==> src/rtl/nco_pkg.sv <==
package nco_pkg;
  localparam int unsigned NCO_WORD_W = 16;
  localparam int unsigned NCO_BYTE_W = NCO_WORD_W / 2;
  typedef logic [NCO_WORD_W-1:0] nco_word_t;
  typedef logic [NCO_BYTE_W-1:0] nco_byte_t;
endpackage

==> src/rtl/nco_word_loader.sv <==
module nco_word_loader
  import nco_pkg::*;
#(
  parameter int unsigned WORD_W = NCO_WORD_W
) (
  input  logic                clk,
  input  logic                rst_n,
  input  logic                wr_en,
  input  logic                wr_hi,
  input  logic [WORD_W/2-1:0] wr_byte,
  output logic [WORD_W-1:0]   word_q
);
  localparam int unsigned HALF_W = WORD_W / 2;

  logic [HALF_W-1:0] hi_stage_q;

  always_ff @(posedge clk or negedge rst_n) begin
    if (!rst_n) begin
      hi_stage_q <= '0;
      word_q     <= '0;
    end else if (wr_en) begin
      if (wr_hi) hi_stage_q <= wr_byte;
      else       word_q     <= {hi_stage_q, wr_byte};
    end
  end

  assert_hold_hi_R5: assert property (@(posedge clk) disable iff (!rst_n)
    (wr_en && wr_hi) |=> $stable(word_q));
  assert_hold_idle_R5: assert property (@(posedge clk) disable iff (!rst_n)
    (!wr_en) |=> $stable(word_q));
endmodule

==> src/rtl/nco_fold.sv <==
module nco_fold #(
  parameter int unsigned WORD_W = 16
) (
  input  logic              clk,
  input  logic              rst_n,
  input  logic [WORD_W-1:0] word,
  output logic [WORD_W-1:0] step
);
  localparam logic [WORD_W-1:0] HALF = {1'b1, {(WORD_W-1){1'b0}}};

  always_comb begin
    if (word[WORD_W-1]) step = ~word + 1'b1;
    else                step = word;
  end

  assert_step_range_R3: assert property (@(posedge clk) disable iff (!rst_n)
    step <= HALF);
  assert_low_half_R3: assert property (@(posedge clk) disable iff (!rst_n)
    (word < HALF) |-> (step == word));
endmodule

==> src/rtl/nco_accum.sv <==
module nco_accum #(
  parameter int unsigned WORD_W = 16
) (
  input  logic              clk,
  input  logic              rst_n,
  input  logic              start,
  input  logic [WORD_W-1:0] step,
  output logic              tick,
  output logic              sq_out
);
  logic [WORD_W-1:0] acc_q;
  logic [WORD_W:0]   sum;

  assign sum = {1'b0, acc_q} + {1'b0, step};

  always_ff @(posedge clk or negedge rst_n) begin
    if (!rst_n) begin
      acc_q <= '0;
      tick  <= 1'b0;
    end else if (!start) begin
      acc_q <= '0;
      tick  <= 1'b0;
    end else begin
      acc_q <= sum[WORD_W-1:0];
      tick  <= sum[WORD_W];
    end
  end

  assign sq_out = acc_q[WORD_W-1];

  assert_idle_R6: assert property (@(posedge clk) disable iff (!rst_n)
    (!start) |=> (acc_q == '0 && !tick && !sq_out));
  assert_single_tick_R9: assert property (@(posedge clk) disable iff (!rst_n)
    tick |=> !tick);
  assert_zero_step_R7: assert property (@(posedge clk) disable iff (!rst_n)
    (step == '0 && acc_q == '0) |=> (!tick && acc_q == '0));
endmodule

==> src/rtl/fold_nco.sv <==
module fold_nco
  import nco_pkg::*;
#(
  parameter int unsigned WORD_W = NCO_WORD_W
) (
  input  logic                clk,
  input  logic                rst_n,
  input  logic                start,
  input  logic                wr_en,
  input  logic                wr_hi,
  input  logic [WORD_W/2-1:0] wr_byte,
  output logic                tick,
  output logic                sq_out
);
  logic [WORD_W-1:0] word_q;
  logic [WORD_W-1:0] step;

  nco_word_loader #(.WORD_W(WORD_W)) u_loader (
    .clk(clk), .rst_n(rst_n), .wr_en(wr_en), .wr_hi(wr_hi),
    .wr_byte(wr_byte), .word_q(word_q)
  );

  nco_fold #(.WORD_W(WORD_W)) u_fold (
    .clk(clk), .rst_n(rst_n), .word(word_q), .step(step)
  );

  nco_accum #(.WORD_W(WORD_W)) u_accum (
    .clk(clk), .rst_n(rst_n), .start(start), .step(step),
    .tick(tick), .sq_out(sq_out)
  );
endmodule

==> config.mk <==
export PLATFORM = sky130hd
export DESIGN_NAME = fold_nco
export DESIGN_NICKNAME = d
export VERILOG_FILES = /design/src/rtl/nco_pkg.sv /design/src/rtl/nco_word_loader.sv /design/src/rtl/nco_fold.sv /design/src/rtl/nco_accum.sv /design/src/rtl/fold_nco.sv
export SDC_FILE = /design/constraint.sdc
export NUM_CORES = 1
export LEC_CHECK = 0
export BUFFER_PORTS_ARGS = -buffer_cell sky130_fd_sc_hd__buf_2
export CAP_MARGIN = 20
export CORE_MARGIN = 2
export CORE_UTILIZATION = 45
export DETAILED_ROUTE_END_ITERATION = 10
export GPL_TIMING_DRIVEN = 0
export SLEW_MARGIN = 10
export SYNTH_ARGS = -nofsm -noshare
export SYNTH_HDL_FRONTEND = slang
export SYNTH_SLANG_ARGS = --single-unit
export TNS_END_PERCENT = 30
==> constraint.sdc <==
create_clock -name clk -period 6.8 [get_ports clk]
set_input_delay 1.02 -clock clk [delete_from_list [all_inputs] [get_ports clk]]
set_output_delay 1.02 -clock clk [all_outputs]
set_load 0.01 [all_outputs]
==> results_dict.tcl <==
set metrics [dict create \
    synth-seq-cells 41 \
    ant_nets 0 \
    clockBufferDepth 2 \
    portBuffers 14 \
    slew_headroom 0.375 \
    synth_area_mm2 0.00255 \
    netlist_instances 248 \
    tightestPinTransition_ns 0.937 \
    synth_top_cell_area_share 0.402 \
    grt_overflow_total 0 \
    grt_max_degree 42 \
    total_power_mw 1.16 \
    num_antenna_cells 0 \
    multi_input_area_mm2 0.00147 \
    ys.flop_type "dfrtp_1" \
    rows 27 \
    yosysWarnings 0 \
    drive_gt1_frac 0.189 \
    synth_common_cells "dfrtp_1, nand2_1, ha_1, mux2_2, xnor2_1" \
    grt_setup_unrepaired "false" \
    r2r-start "u_loader.word_q[4]" \
    cellPowerDensity_mw_per_mm2 411 \
    period_minus_slack_ns 3.48 \
    drt-vias-per-instance 5.29 \
    seqCellArea_mm2 0.00103 \
    synth_fa_ha_area_frac 0.116 \
    synthTopCellsByArea "dfrtp_1, ha_1, mux2_2, xnor2_1, nand2_1" \
    clock_sink_count 41 \
    via_count 1808 \
    drv_slew 0 \
    async_flop_share 1.00 \
    crit_type "flop to flop" \
    peakVddDrop_mv 0.143 \
    core_region_area_mm2 0.00551 \
    hpwl_mm 3.87 \
    synth_xor_area_frac 0.0617 \
    critPathLaunch "u_loader.word_q[4]" \
    fin_crit_sh 0.511 \
    syn_area_per_cell_um2 10.3 \
    routed_wl_mm 5.09 \
    clk_transition_reported_paths_ns 0.09 \
    hold_start "u_loader.hi_stage_q[0]" \
    fin_setup_tns_ns 0 \
    synth-compound-area-share 0.154 \
    cp.arrival_ns 3.70 \
    initial_utilization 0.464 \
    ys_seq_area_frac 0.402 \
    syn2layout_area_growth_pct 10.8 \
    synth_cell_types 41 \
    drt-initial-drc-count 79 \
    die_h_um 79.4 \
    holdBufCountCts 0 \
    insertion_delay_ns 0.30 \
    cp-start-kind "flop" \
    drc 0 \
    hold_class "flop to flop" \
    critPathRequiredTime_ns 7.02 \
    yosys.area_share.simple 0.131 \
    grt_use_total 0.187 \
    hold_viol 0 \
    fmax_ghz 0.288 \
    grt_pass1_vias 1852 \
    syn_nets 284 \
    r2r_cells 11 \
    drt-pass1-iter-count 4 \
    cts-resized-gates 0 \
    end_kind "flop" \
    htreeDepth 2 \
    numCtsBuffers 5 \
    setup_violations 0 \
    skew_ns 0.00975 \
    maxCapViolCount 0 \
    status "complete, no violations" \
    hold_path_depth 1 \
    die_w_um 79.4 \
    gp_congestion 0.825 \
    synth_most_common_cell "dfrtp_1" \
    leakage_nw 1.30 \
    synth_edf_count 0 \
    post_drt_wl_per_cell_um 14.9 \
    synth.area.mux_share 0.113 \
    num-fill-cells 530 \
    grt_pass1_wl_mm 9.14 \
    crit_path_max_fanout 4 \
    yosys.area.top_type "dfrtp_1" \
    final_nets 305 \
    design.die.area_mm2 0.00630 \
    cts_tree "yes" \
    io_pins 15 \
    synth_top_family_by_area "compound AO/OA/AOI/OAI gates" \
    cts_setup_buffers 0 \
    antenna_found_initial 0 \
    root_buffer "clkbuf_8" \
]
[layout by cell type (no fill, tap or decap), drive strengths merged, types with 4 or more instances in the layout]
| cell type | Yosys | routed |
|---|---|---|
| nand2b | 6 | 6 |
| xnor2 | 15 | 15 |
| dfrtp | 41 | 41 |
| o21ai | 13 | 13 |
| buf | 0 | 14 |
| nand2 | 25 | 25 |
| nand4 | 4 | 4 |
| clkbuf | 6 | 11 |
| a21o | 9 | 9 |
| ha | 22 | 22 |
| nor3 | 7 | 7 |
| inv | 10 | 10 |
| mux2i | 4 | 4 |
| mux2 | 22 | 22 |
| a21oi | 14 | 14 |
| nor2 | 12 | 12 |
[final cells by class]
type	instances	share of cell area
plain buffers	6	0.00796
multi-input cells	191	0.519
clock buffers	5	0.0243
well taps	72	0.0318
flip-flops and latches	41	0.363
clock inverters	3	0.0164
inverters	10	0.0133
repair buffers	14	0.0248
[kinds of logic after synthesis]
logic type               count (synthesis)
AO/OA/AOI/OAI                           57
buffers and inverters                   16
XOR/XNOR                                18
adder cells (fa/ha/maj)                 23
AND/OR/NAND/NOR                         67
multiplexers                            26
flip-flops                              41
[sequential cells by signal, summed over array words and instances, names as in the netlist]
register / cells
u_accum.acc_q: 16
u_accum.tick: 1
u_loader.word_q: 16
u_loader.hi_stage_q: 8
[stage by stage]
| stage | setup WS (ns) | util | hold slack [ns] | instance area, um2 | cells |
|---|---|---|---|---|---|
| detailed placement | 3.33 | 0.493 | 0.482 | 2720 | 334 |
| global placement | 3.37 | 0.493 | 0.481 | 2720 | 334 |
| floorplan | 3.68 | - | 0.474 | 2550 | 248 |
| CTS | 3.32 | 0.514 | 0.504 | 2830 | 342 |
| global route | 3.05 | 0.514 | 0.527 | 2830 | 342 |
| finish | 3.32 | 0.514 | 0.507 | 2830 | 342 |
[power by group]
| part | internal [mW] | switching, mW | leakage (nW) |
|---|---|---|---|
| clock | 0.110 | 0.0913 | 0.0543 |
| sequential | 0.308 | 0.0486 | 0.504 |
| combinational | 0.267 | 0.339 | 0.745 |
[critical path, stage by stage, from the launching register on]
cell and delay [ns]:
dfrtp_1 0.43, or4_4 0.57, nor4_1 0.45, inv_1 0.13
o21ai_0 0.21, xnor2_1 0.21, ha_1 0.32, a21oi_1 0.21
o21ai_0 0.22, a21o_1 0.22, a31oi_1 0.22, mux2i_1 0.22
[worst paths after layout]
| path | endpoint | slack [ns] |
|---|---|---|
| min in group asynchronous | u_accum.acc_q[8] | 0.86 |
| setup / recovery | u_accum.acc_q[14] | 3.32 |
| setup reg to reg | u_accum.acc_q[14] | 3.32 |
| max in group asynchronous | u_accum.acc_q[6] | 5.35 |
| hold reg to reg | u_loader.word_q[8] | 0.51 |
| hold / removal | u_loader.word_q[8] | 0.51 |
[metal layers]
layer  vias to the layer above  global-route usage  wire, um
li1                        931                   -         -
met2                        23               0.297      2300
met5                         -                   0         0
met3                         5              0.0307       136
met4                         0              0.0621        62
met1                       849               0.261      2590
No activity file was read; power rests on OpenSTA's default activity.
